==> src/rtl/booth_r4_pkg.sv <==
package booth_r4_pkg;
  // Booth digit: 3-bit two's complement, -2..+2
  typedef logic signed [2:0] bdigit_t;
endpackage

==> src/rtl/booth_group_dec.sv <==
module booth_group_dec
  import booth_r4_pkg::*;
(
  input  logic [2:0] trip_i,   // {a[2k+1], a[2k], a[2k-1]}
  output bdigit_t    digit_o,
  output logic       one_o,
  output logic       dbl_o,
  output logic       neg_o
);
  always_comb begin
    one_o = 1'b0;
    dbl_o = 1'b0;
    neg_o = 1'b0;
    unique case (trip_i)
      3'b001, 3'b010: one_o = 1'b1;
      3'b011:         dbl_o = 1'b1;
      3'b100:         begin dbl_o = 1'b1; neg_o = 1'b1; end
      3'b101, 3'b110: begin one_o = 1'b1; neg_o = 1'b1; end
      default:        ;
    endcase
  end

  always_comb begin
    if (dbl_o)      digit_o = neg_o ? -3'sd2 : 3'sd2;
    else if (one_o) digit_o = neg_o ? -3'sd1 : 3'sd1;
    else            digit_o = 3'sd0;
  end

  always_comb begin
    assert_sel_onehot_R3: assert ($onehot0({one_o, dbl_o}))
      else $error("R3: one and double both selected");
    assert_neg_needs_sel_R3: assert (!neg_o || one_o || dbl_o)
      else $error("R3: negate without a magnitude");
    assert_digit_range_R4: assert (digit_o >= -3'sd2 && digit_o <= 3'sd2)
      else $error("R4: digit out of range");
  end
endmodule

==> src/rtl/booth_pp_sel.sv <==
module booth_pp_sel #(
  parameter int MCAND_W = 8,
  parameter int PW      = 16,
  parameter int SHIFT   = 0
) (
  input  logic [MCAND_W-1:0] mcand_i,
  input  logic               one_i,
  input  logic               dbl_i,
  input  logic               neg_i,
  output logic [PW-1:0]      pp_o
);
  localparam int EXT_W = PW - MCAND_W;

  logic [PW-1:0] b_ext;
  logic [PW-1:0] mag;
  logic [PW-1:0] signed_mag;

  assign b_ext = {{EXT_W{mcand_i[MCAND_W-1]}}, mcand_i};

  always_comb begin
    if (dbl_i)      mag = b_ext << 1;
    else if (one_i) mag = b_ext;
    else            mag = '0;
    signed_mag = neg_i ? (~mag + PW'(1)) : mag;
    pp_o       = signed_mag << SHIFT;
  end

  always_comb begin
    assert_zero_pp_R6: assert (one_i || dbl_i || pp_o == '0)
      else $error("R6: zero digit left a nonzero partial product");
  end
endmodule

==> src/rtl/booth_pp_sum.sv <==
module booth_pp_sum #(
  parameter int NGRP = 5,
  parameter int PW   = 16
) (
  input  logic [NGRP-1:0][PW-1:0] pp_i,
  output logic [PW-1:0]           sum_o
);
  always_comb begin
    sum_o = '0;
    for (int k = 0; k < NGRP; k++) begin
      sum_o = sum_o + pp_i[k];
    end
  end
endmodule

==> src/rtl/booth_r4_mul.sv <==
module booth_r4_mul
  import booth_r4_pkg::*;
#(
  parameter int MCAND_W  = 8,
  parameter int MPLIER_W = 8,
  localparam int PW      = MCAND_W + MPLIER_W,
  localparam int NGRP    = MPLIER_W / 2 + 1
) (
  input  logic [MCAND_W-1:0]  mcand_i,
  input  logic [MPLIER_W-1:0] mplier_i,
  output logic [PW-1:0]       product_o,
  output logic [3*NGRP-1:0]   digit_o
);
  localparam int EXT_W = MPLIER_W + 3;

  logic [EXT_W-1:0]          a_ext;
  logic [NGRP-1:0][PW-1:0]   pp;
  logic [NGRP-1:0]           sel_one, sel_dbl, sel_neg;

  // two sign bits on top, a zero below bit 0
  assign a_ext = {mplier_i[MPLIER_W-1], mplier_i[MPLIER_W-1], mplier_i, 1'b0};

  for (genvar k = 0; k < NGRP; k++) begin : g_grp
    bdigit_t dig;

    booth_group_dec u_dec (
      .trip_i  (a_ext[2*k+2 -: 3]),
      .digit_o (dig),
      .one_o   (sel_one[k]),
      .dbl_o   (sel_dbl[k]),
      .neg_o   (sel_neg[k])
    );

    booth_pp_sel #(
      .MCAND_W (MCAND_W),
      .PW      (PW),
      .SHIFT   (2*k)
    ) u_sel (
      .mcand_i (mcand_i),
      .one_i   (sel_one[k]),
      .dbl_i   (sel_dbl[k]),
      .neg_i   (sel_neg[k]),
      .pp_o    (pp[k])
    );

    assign digit_o[3*k +: 3] = dig;
  end

  booth_pp_sum #(
    .NGRP (NGRP),
    .PW   (PW)
  ) u_sum (
    .pp_i  (pp),
    .sum_o (product_o)
  );

  always_comb begin
    assert_top_digit_zero_R5: assert (digit_o[3*NGRP-1 -: 3] == 3'b000)
      else $error("R5: top group digit not zero");
    assert_zero_mcand_R6: assert (mcand_i != '0 || product_o == '0)
      else $error("R6: zero multiplicand gave nonzero product");
    assert_zero_mplier_R6: assert (mplier_i != '0 || (digit_o == '0 && product_o == '0))
      else $error("R6: zero multiplier gave nonzero digits or product");
    assert_lsb_R1: assert (product_o[0] == (mcand_i[0] & mplier_i[0]))
      else $error("R1: product bit 0 wrong");
  end
endmodule

==> config.mk <==
export PLATFORM = sky130hd
export DESIGN_NAME = booth_r4_mul
export DESIGN_NICKNAME = d
export VERILOG_FILES = /design/src/rtl/booth_r4_pkg.sv /design/src/rtl/booth_group_dec.sv /design/src/rtl/booth_pp_sel.sv /design/src/rtl/booth_pp_sum.sv /design/src/rtl/booth_r4_mul.sv
export SDC_FILE = /design/constraint.sdc
export NUM_CORES = 1
export LEC_CHECK = 0
export BUFFER_PORTS_ARGS = -buffer_cell sky130_fd_sc_hd__clkbuf_2
export CAP_MARGIN = 20
export CELL_PAD_IN_SITES_DETAIL_PLACEMENT = 0
export CELL_PAD_IN_SITES_GLOBAL_PLACEMENT = 1
export CORE_ASPECT_RATIO = 0.5
export CORE_MARGIN = 10
export CORE_UTILIZATION = 44
export DETAILED_ROUTE_END_ITERATION = 6
export PLACE_DENSITY_LB_ADDON = 0.2
export SLEW_MARGIN = 0
export SYNTH_ARGS = -nofsm -noshare
export SYNTH_HDL_FRONTEND = slang
export SYNTH_SLANG_ARGS = --single-unit
==> constraint.sdc <==
create_clock -name vclk -period 9
set_clock_uncertainty 0.15 [all_clocks]
set_input_delay 1.8 -clock vclk [all_inputs]
set_output_delay 1.8 -clock vclk [all_outputs]
set_load 0.005 [all_outputs]
==> flow_metrics.py <==
metrics = {
    "timing": {
        "finalCriticalPeriod_ns": 8.665,
        "tns_ns": 0,
        "worst_slack_ns": 0.3351,
        "min_period_over_period_pct": 96.28,
        "tightest_slew_ns": 0.5107,
        "finalHoldViolCount": 0,
        "grt_setup_unrepaired": "no",
        "setup_viol": 0,
        "final_max_slew_viol_count": 0,
        "hold-worst-slack_ns": 3.794,
        "slew_headroom_pct": 65.66,
        "fmax_mhz": 115.4,
    },
    "power": {
        "peakVddDrop_v": 0.00009795,
        "pwr_density_cell_nw_per_um2": 157.3,
        "leakage_nw": 1.707,
    },
    "cells_and_area": {
        "antennaDiodeCount": 0,
        "drive_above_1_share_pct": 16.41,
        "final_core_util_pct": 48.66,
        "seq_cells": 0,
        "areaGrowthSynthToFinish_pct": 8.158,
        "seq_area_um2": 0,
        "nClkBuffers": 0,
        "nets": 575,
    },
    "global_route": {
        "grt_pass1_vias": 3188,
        "antenna_found_initial": 0,
        "track_usage_pct": 18.09,
        "grt_pass1_wl_mm": 17.23,
        "gr-total-overflow": 0,
        "grt_max_degree": 27,
    },
    "synth": {
        "synthCells": 486,
        "seq_area_frac_synth_pct": 0,
        "synth_warnings": 0,
        "synth_most_common_cell": "inv_1",
        "synth-xor-area-share_pct": 11.36,
        "synth_top_family_by_area": "compound AO/OA/AOI/OAI gates",
        "synth_mux_area_share_pct": 0,
        "netlist_top_cells_count": "inv_1 (56), nand2_1 (52), a21oi_1 (38), o21ai_0 (38), nor2_1 (37)",
        "synthTopCellsByArea": "fa_1 (13%), ha_1 (9.1%), xnor2_1 (8.3%), inv_1 (6.4%), nand2_1 (5.9%)",
        "yosys.area.top_type": "fa_1",
        "synth_fa_ha_area_share_pct": 21.96,
        "synth_compound_area_share_pct": 30.19,
        "yosys.area_share.simple_pct": 21.96,
        "synth_top_area_share_pct": 12.81,
        "syn-cell-area_um2": 3282,
        "syn_avg_cell_area_um2": 6.753,
        "ys_types": 65,
    },
    "floorplanning": {
        "dieArea_um2": 11520,
        "initial_utilization_pct": 44.99,
        "die_x_um": 142.1,
        "fp.coreArea_um2": 7295,
        "rows": 22,
        "die_y_um": 81.07,
        "ios": 47,
    },
    "route": {
        "antenna_left": 0,
        "routedWlPerCell_um": 17.61,
        "firstDrtPassIters": 5,
        "vias": 3509,
        "drt-total-wl_mm": 10.71,
        "drtIter0Drc": 324,
        "via_per_inst": 5.771,
        "remaining_drc_errors": 0,
    },
    "setup_path": {
        "crit_path_end": "product_o[15]",
        "worst_ep_required_time_ns": 7.05,
        "crit_type": "in -> out",
        "startpoint_type": "input pin",
        "crit_start": "mcand_i[1]",
        "cp-end-kind": "output port",
        "arrival_ns": 6.71,
        "cp_max_fo": 12,
    },
    "hold_path": {
        "hold_class": "in -> out",
        "min_path_cells": 3,
    },
    "placed_design": {
        "dp_hpwl_mm": 8.604,
        "post-place-ws_ns": 0.2781,
        "io_buffers": 44,
        "gp_congestion": 0.9061,
    },
    "clocking": {
        "cts_setup_buffers": 0,
        "post_cts_resized": 0,
        "cts.hold.buffers_added": 0,
    },
    "status": {
        "outcome": "finished, final reports clean",
    },
    "job": {
        "cap_violations": 0,
    },
}
==> worst min-delay path by stage <==
| stage | startpoint | to |
|---|---|---|
| after floorplan | mplier_i[7] | digit_o[10] |
| after global placement | mplier_i[7] | digit_o[10] |
| after detailed placement | mplier_i[7] | digit_o[10] |
| after CTS | mplier_i[7] | digit_o[10] |
| after global routing | mplier_i[7] | digit_o[10] |
| final | mplier_i[7] | digit_o[10] |
==> power by group <==
group | switching (mW) | total (mW) | internal, mW
clock | 0 | 0 | 0
sequential | 0 | 0 | 0
combinational | 0.306 | 0.558 | 0.252
total | 0.306 | 0.558 | 0.252
==> placed cells by master (no fill, tap or decap), types with 4 or more instances in the layout <==
master / Yosys / layout
a211oi_1: 5 / 5
a21o_1: 5 / 5
a21oi_1: 38 / 37
a221oi_1: 4 / 4
a22o_1: 5 / 5
a22oi_1: 12 / 12
a31oi_1: 4 / 4
buf_4: 6 / 23
clkbuf_2: 0 / 44
fa_1: 21 / 21
ha_1: 24 / 24
inv_1: 56 / 56
nand2_1: 52 / 52
nand2b_1: 6 / 6
nand3_1: 10 / 10
nor2_1: 37 / 37
nor2b_1: 6 / 5
nor3_1: 5 / 5
o211ai_1: 7 / 7
o21ai_0: 38 / 37
o31ai_1: 7 / 7
or2_2: 5 / 5
or3_1: 4 / 4
xnor2_1: 31 / 31
xor2_1: 9 / 9
==> worst max-delay path: stages <==
cell,delay (ns)
clkbuf_2,0.23
a221o_1,0.40
o21ai_0,0.10
ha_1,0.25
nand2_1,0.10
or3b_4,0.42
or4_4,0.53
a221o_1,0.35
a21oi_2,0.25
fa_1,0.21
inv_1,0.06
fa_1,0.52
inv_1,0.04
ha_1,0.22
or3_1,0.39
o211ai_1,0.24
a21oi_1,0.13
xnor3_1,0.35
clkbuf_2,0.12
==> per-layer routing <==
metal	up-vias	track usage (%)	wire length, um
li1	1724	-	-
met1	1628	26.95	5279
met2	153	27.09	4282
met3	4	3.900	1119
met4	0	0.7099	24
met5	-	0	0
==> stage by stage <==
stage          power, mW  area [um^2]  cells
6_report          0.5583         3550    608
5_1_grt           0.6436         3550    608
4_1_cts           0.5637         3543    608
3_5_place_dp      0.5604         3543    608
3_3_place_gp      0.5594         3543    608
2_1_floorplan     0.3893         3289    488
==> cell families after synthesis <==
logic type,count (synthesis)
buffers and inverters,100
and+or+nand+nor,146
AOI/OAI and AO/OA,153
other,1
xor gates and xnor gates,41
adders and majority gates,45
==> layout make-up <==
| class | count | area [um^2] |
|---|---|---|
| fill | 804 | 3745 |
| tap | 96 | 120.1 |
| timing repair buffer | 67 | 392.9 |
| inverter | 57 | 214.0 |
| multi-input combinational | 388 | 2823 |
(Power assumes the default switching activity.)
